`src/rtl/irqst_pkg.sv`:
```
package irqst_pkg;
  localparam int unsigned ADDR_W = 5;
  localparam int unsigned DATA_W = 16;

  localparam logic [ADDR_W-1:0] OFS_TOP_MIR = 5'h00;
  localparam logic [ADDR_W-1:0] OFS_TOP_CLR = 5'h02;
  localparam logic [ADDR_W-1:0] OFS_AUD_MIR = 5'h10;
  localparam logic [ADDR_W-1:0] OFS_AUD_CLR = 5'h12;

  typedef enum logic [2:0] {
    RD_NONE,
    RD_TOP_MIR,
    RD_TOP_CLR,
    RD_AUD_MIR,
    RD_AUD_CLR
  } rd_kind_e;
endpackage

```
`src/rtl/irqst_pend_bank.sv`:
```
module irqst_pend_bank #(
  parameter int unsigned W = 4
) (
  input  logic         clk_i,
  input  logic         rst_ni,
  input  logic [W-1:0] evt_i,
  input  logic [W-1:0] clr_mask_i,
  output logic [W-1:0] pend_o
);
  for (genvar i = 0; i < W; i++) begin : g_bit
    // set wins over clear so a colliding event survives
    always_ff @(posedge clk_i or negedge rst_ni) begin
      if (!rst_ni) pend_o[i] <= 1'b0;
      else         pend_o[i] <= evt_i[i] | (pend_o[i] & ~clr_mask_i[i]);
    end
  end
endmodule

```
`src/rtl/irqst_rd_decode.sv`:
```
module irqst_rd_decode
  import irqst_pkg::*;
(
  input  logic              rd_en_i,
  input  logic [ADDR_W-1:0] rd_addr_i,
  input  logic [DATA_W-1:0] top_word_i,
  input  logic [DATA_W-1:0] aud_word_i,
  output logic [DATA_W-1:0] data_o,
  output logic              clr_top_o,
  output logic              clr_aud_o
);
  rd_kind_e kind;

  always_comb begin
    kind = RD_NONE;
    if (rd_en_i) begin
      unique case (rd_addr_i)
        OFS_TOP_MIR: kind = RD_TOP_MIR;
        OFS_TOP_CLR: kind = RD_TOP_CLR;
        OFS_AUD_MIR: kind = RD_AUD_MIR;
        OFS_AUD_CLR: kind = RD_AUD_CLR;
        default:     kind = RD_NONE;
      endcase
    end
  end

  always_comb begin
    data_o    = '0;
    clr_top_o = 1'b0;
    clr_aud_o = 1'b0;
    unique case (kind)
      RD_TOP_MIR: data_o = top_word_i;
      RD_TOP_CLR: begin data_o = top_word_i; clr_top_o = 1'b1; end
      RD_AUD_MIR: data_o = aud_word_i;
      RD_AUD_CLR: begin data_o = aud_word_i; clr_aud_o = 1'b1; end
      default:    data_o = '0;
    endcase
  end
endmodule

```
`src/rtl/irq_status_2lvl.sv`:
```
module irq_status_2lvl
  import irqst_pkg::*;
#(
  parameter int unsigned N_SYS   = 3,
  parameter int unsigned N_AUDIO = 4
) (
  input  logic                 clk_i,
  input  logic                 rst_ni,
  input  logic [N_SYS-1:0]     sys_evt_i,
  input  logic [N_AUDIO-1:0]   audio_evt_i,
  input  logic                 rd_en_i,
  input  logic [ADDR_W-1:0]    rd_addr_i,
  output logic [DATA_W-1:0]    rd_data_o,
  output logic                 irq_o
);
  localparam int unsigned AUD_BIT = N_SYS;

  logic [N_SYS-1:0]   sys_pend;
  logic [N_AUDIO-1:0] aud_pend;
  logic [N_SYS-1:0]   sys_clr;
  logic [N_AUDIO-1:0] aud_clr;
  logic [DATA_W-1:0]  top_word;
  logic [DATA_W-1:0]  aud_word;
  logic [DATA_W-1:0]  rd_word;
  logic               clr_top;
  logic               clr_aud;
  logic               aud_sum;

  assign aud_sum = |aud_pend;

  always_comb begin
    top_word          = '0;
    top_word[N_SYS-1:0] = sys_pend;
    top_word[AUD_BIT] = aud_sum;
    aud_word          = '0;
    aud_word[N_AUDIO-1:0] = aud_pend;
  end

  // clear only what this read returns
  assign sys_clr = clr_top ? sys_pend : '0;
  assign aud_clr = clr_aud ? aud_pend : '0;

  irqst_pend_bank #(.W(N_SYS)) u_sys_bank (
    .clk_i      (clk_i),
    .rst_ni     (rst_ni),
    .evt_i      (sys_evt_i),
    .clr_mask_i (sys_clr),
    .pend_o     (sys_pend)
  );

  irqst_pend_bank #(.W(N_AUDIO)) u_aud_bank (
    .clk_i      (clk_i),
    .rst_ni     (rst_ni),
    .evt_i      (audio_evt_i),
    .clr_mask_i (aud_clr),
    .pend_o     (aud_pend)
  );

  irqst_rd_decode u_dec (
    .rd_en_i    (rd_en_i),
    .rd_addr_i  (rd_addr_i),
    .top_word_i (top_word),
    .aud_word_i (aud_word),
    .data_o     (rd_word),
    .clr_top_o  (clr_top),
    .clr_aud_o  (clr_aud)
  );

  always_ff @(posedge clk_i or negedge rst_ni) begin
    if (!rst_ni) rd_data_o <= '0;
    else         rd_data_o <= rd_word;
  end

  assign irq_o = |top_word;
endmodule

```
`config.mk`:
```
export PLATFORM = sky130hd
export DESIGN_NAME = irq_status_2lvl
export DESIGN_NICKNAME = d
export VERILOG_FILES = /design/src/rtl/irqst_pkg.sv /design/src/rtl/irqst_pend_bank.sv /design/src/rtl/irqst_rd_decode.sv /design/src/rtl/irq_status_2lvl.sv
export SDC_FILE = /design/constraint.sdc
export NUM_CORES = 1
export LEC_CHECK = 0
export BUFFER_PORTS_ARGS = -buffer_cell sky130_fd_sc_hd__buf_4
export CORE_MARGIN = 2
export CORE_UTILIZATION = 35
export DETAILED_ROUTE_END_ITERATION = 6
export PLACE_DENSITY = 0.63
export SLEW_MARGIN = 5
export SYNTH_ARGS = -nofsm -noshare
export SYNTH_HDL_FRONTEND = slang
export SYNTH_SLANG_ARGS = --single-unit
```
`constraint.sdc`:
```
create_clock -name clk_i -period 2.2 [get_ports clk_i]
set_input_delay 0 -clock clk_i [delete_from_list [all_inputs] [get_ports clk_i]]
set_output_delay 0 -clock clk_i [all_outputs]
set_load 0.005 [all_outputs]
```
==> results.sh <==
export IMPL_hold_class="in -> reg"
export IMPL_rr_worst_depth=2
export IMPL_grt_pass1_wl_mm=1.76
export IMPL_cp_end_kind="primary output"
export IMPL_vias=472
export IMPL_clock_fmax_mhz=737
export IMPL_fin_setup_tns_ns=0
export IMPL_final_util_pct=48.7
export IMPL_synth_top_cell_area_share_pct=46.0
export IMPL_wire_per_inst_um=11.0
export IMPL_cts_sinks=11
export IMPL_status="finished, violations left"
export IMPL_cellLeakagePower_nw=0.366
export IMPL_ant_nets=0
export IMPL_clock_path_buffers=2
export IMPL_n_fill_cell=150
export IMPL_maxCapViolCount=0
export IMPL_yosys_area_share_simple_pct=17.6
export IMPL_crit_required_ns=2.20
export IMPL_violations="DRC"
export IMPL_design_area_um2=759
export IMPL_syn_to_final_growth_pct=27.0
export IMPL_layout_min_cycle_time_ns=1.36
export IMPL_path_clk_slew_ns=0.07
export IMPL_design_die_area_um2=2060
export IMPL_grt_start_max_net_pins=13
export IMPL_rsz0062_at_grt="no"
export IMPL_cts_tree="built"
export IMPL_multi_input_area_um2=246
export IMPL_grt_use_total_pct=12.0
export IMPL_final_cell_count_no_fill=101
export IMPL_synthMuxAreaShare_pct=5.02
export IMPL_drtIter0Drc=7
export IMPL_syn_area_um2=598
export IMPL_seq_area_frac_synth_pct=46.0
export IMPL_peakVddDrop_uv=238
export IMPL_synthAdderAreaFrac_pct=0
export IMPL_crit_family="simple AND/OR/NAND/NOR gates"
export IMPL_io_pins=32
export IMPL_worst_path_largest_cell_delay_ns=0.44
export IMPL_worstSetupPathType="reg -> out"
export IMPL_postSynthCellCount=62
export IMPL_synth_top_family_by_area="buffers and inverters"
export IMPL_syn_avg_cell_area_um2=9.65
export IMPL_htreeDepth=1
export IMPL_synth_xor_area_share_pct=0
export IMPL_timing_critical_path_cells="nor4_1 -> nand2_1 -> buf_4"
export IMPL_antenna_cells=0
export IMPL_grt_ovfl_total=0
export IMPL_finalSetupViolations=0
export IMPL_hold_depth=3
export IMPL_drv_slew=0
export IMPL_powerDensity_nw_per_um2=526
export IMPL_whs_ns=0.00604
export IMPL_seqCellArea_um2=275
export IMPL_crit_slowest_cell="nor4_1"
export IMPL_worstPathMaxFanout=3
export IMPL_grt_pass1_vias=399
export IMPL_core_area_um2=1560
export IMPL_grt_antenna_before_repair=0
export IMPL_port_buffers=19
export IMPL_finalClockSkew_ns=0.000967
export IMPL_yosys_warnings=0
export IMPL_fp_dieW_um=45.3
export IMPL_cp_depth=3
export IMPL_initial_core_util_pct=38.4
export IMPL_via_per_inst=4.67
export IMPL_die_h_um=45.3
export IMPL_clockRootBuffer="clkbuf_4"
export IMPL_first_pass_iters=6
export IMPL_drc=1
export IMPL_nets=101
export IMPL_cp_num_buf_inv=1
export IMPL_r2r_slack_ns=1.11
export IMPL_routed_wl_mm=1.11
export IMPL_cp_arrival_ns=1.36
export IMPL_num_rows=14
export IMPL_drive_gt1_share_pct=30.6
export IMPL_synth_compound_gate_area_share_pct=11.1
export IMPL_placed_cells=94
export IMPL_synth_top_area_cell="dfrtp_1"
export IMPL_dpl_cell_area_um2=703
export IMPL_gp_congestion=0.704
export IMPL_critPathLaunchType="register"
export IMPL_clk_latency_ns=0.26
export IMPL_cts_buffers=3
export IMPL_yosys_top_cells_area="dfrtp_1, buf_4, nor2_1, a41oi_1, mux2i_1"
export IMPL_hpwl_um=825
export IMPL_hold_viol=0
export IMPL_ys_seq_elements=11
export IMPL_synthDistinctLibCells=18
export IMPL_fin_crit_sh_pct=61.7
[sequential cells by signal, summed over array words and instances, names as in the netlist]
register           flops
u_aud_bank.pend_o      4
rd_data_o              4
u_sys_bank.pend_o      3
[tightest hold or removal path: cells and delay by family]
| family | cells | cell delay (ns) |
|---|---|---|
| AO/OA/AOI/OAI | 1 | 0.04 |
| AND/OR/NAND/NOR | 1 | 0.08 |
| buffers and inverters | 1 | 0.11 |
[area by class of cell]
cell class / instances / share of cell area (%)
clock buffers: 4 / 3.46
well taps: 16 / 2.64
inverters: 5 / 2.47
repair buffers: 22 / 22.7
multi-input cells: 43 / 32.5
flip-flops and latches: 11 / 36.2
[placed cells by master (no fill, tap or decap), drive strengths merged]
master and count:
a211oi 1, mux2i 3, nand2 1, and2b 1
a41oi 4, nor4 1, dfrtp 11, clkbuf 4
nor2 13, a31oi 3, nor3b 1, inv 5
nor2b 1, dlygate4sd3 3, or4b 1, buf 19
conb 12, nor3 1
[cells in the mapped netlist]
cell type / number
dfrtp_1: 11
nand2_1: 1
nor3b_2: 1
a41oi_1: 4
nor4_1: 1
or4b_4: 1
inv_1: 5
conb_1: 1
mux2i_1: 3
a31oi_1: 3
buf_4: 12
nor2b_1: 1
clkbuf_1: 1
a211oi_2: 1
buf_2: 1
nor2_1: 13
nor3_1: 1
and2b_2: 1
[path summary, 6_finish.rpt]
path                                      start                   end
max                        u_aud_bank.pend_o[3]                 irq_o
min in group asynchronous                rst_ni          rd_data_o[2]
max reg2reg                u_aud_bank.pend_o[3]          rd_data_o[3]
min reg2reg                u_aud_bank.pend_o[1]          rd_data_o[1]
max in group asynchronous                rst_ni  u_aud_bank.pend_o[2]
min                                sys_evt_i[1]  u_sys_bank.pend_o[1]
[repair_timing]
item	4_1_cts	5_1_grt
gates resized for setup	0	0
buffers inserted	0	0
endpoints found under the hold margin	13	0
setup endpoints to repair	0	0
hold buffers	3	0
[cell families (layout without fill, tap and decap cells)]
group / after synthesis / after routing
multiplexers: 3 / 3
flip-flops: 11 / 11
AO/OA/AOI/OAI: 8 / 8
AND/OR/NAND/NOR: 20 / 20
buffers and inverters: 19 / 31
other: 1 / 12
[per-layer routing]
metal,wire length (um),vias to the layer above,part of all wire (%),GRT usage [%]
li1,-,232,-,-
met1,471,211,42,15.8
met2,526,29,47,18.3
met3,111,0,10,2.40
met4,0,0,0,7.06
met5,0,-,0,0
[per-stage QoR]
step                      setup WS (ns)  power, mW
after floorplan                    1.21      0.247
after global placement             1.15      0.262
after detailed placement           1.14      0.263
after CTS                         0.838      0.406
after global routing              0.768      0.417
final                             0.842      0.399
[power breakdown]
group	total [mW]	internal, mW	switching, mW
Combinational	0.0556	0.0288	0.0269
Sequential	0.207	0.206	0.00179
Clock	0.136	0.0701	0.0661
Note: power is estimated with default switching activity, not from simulation.
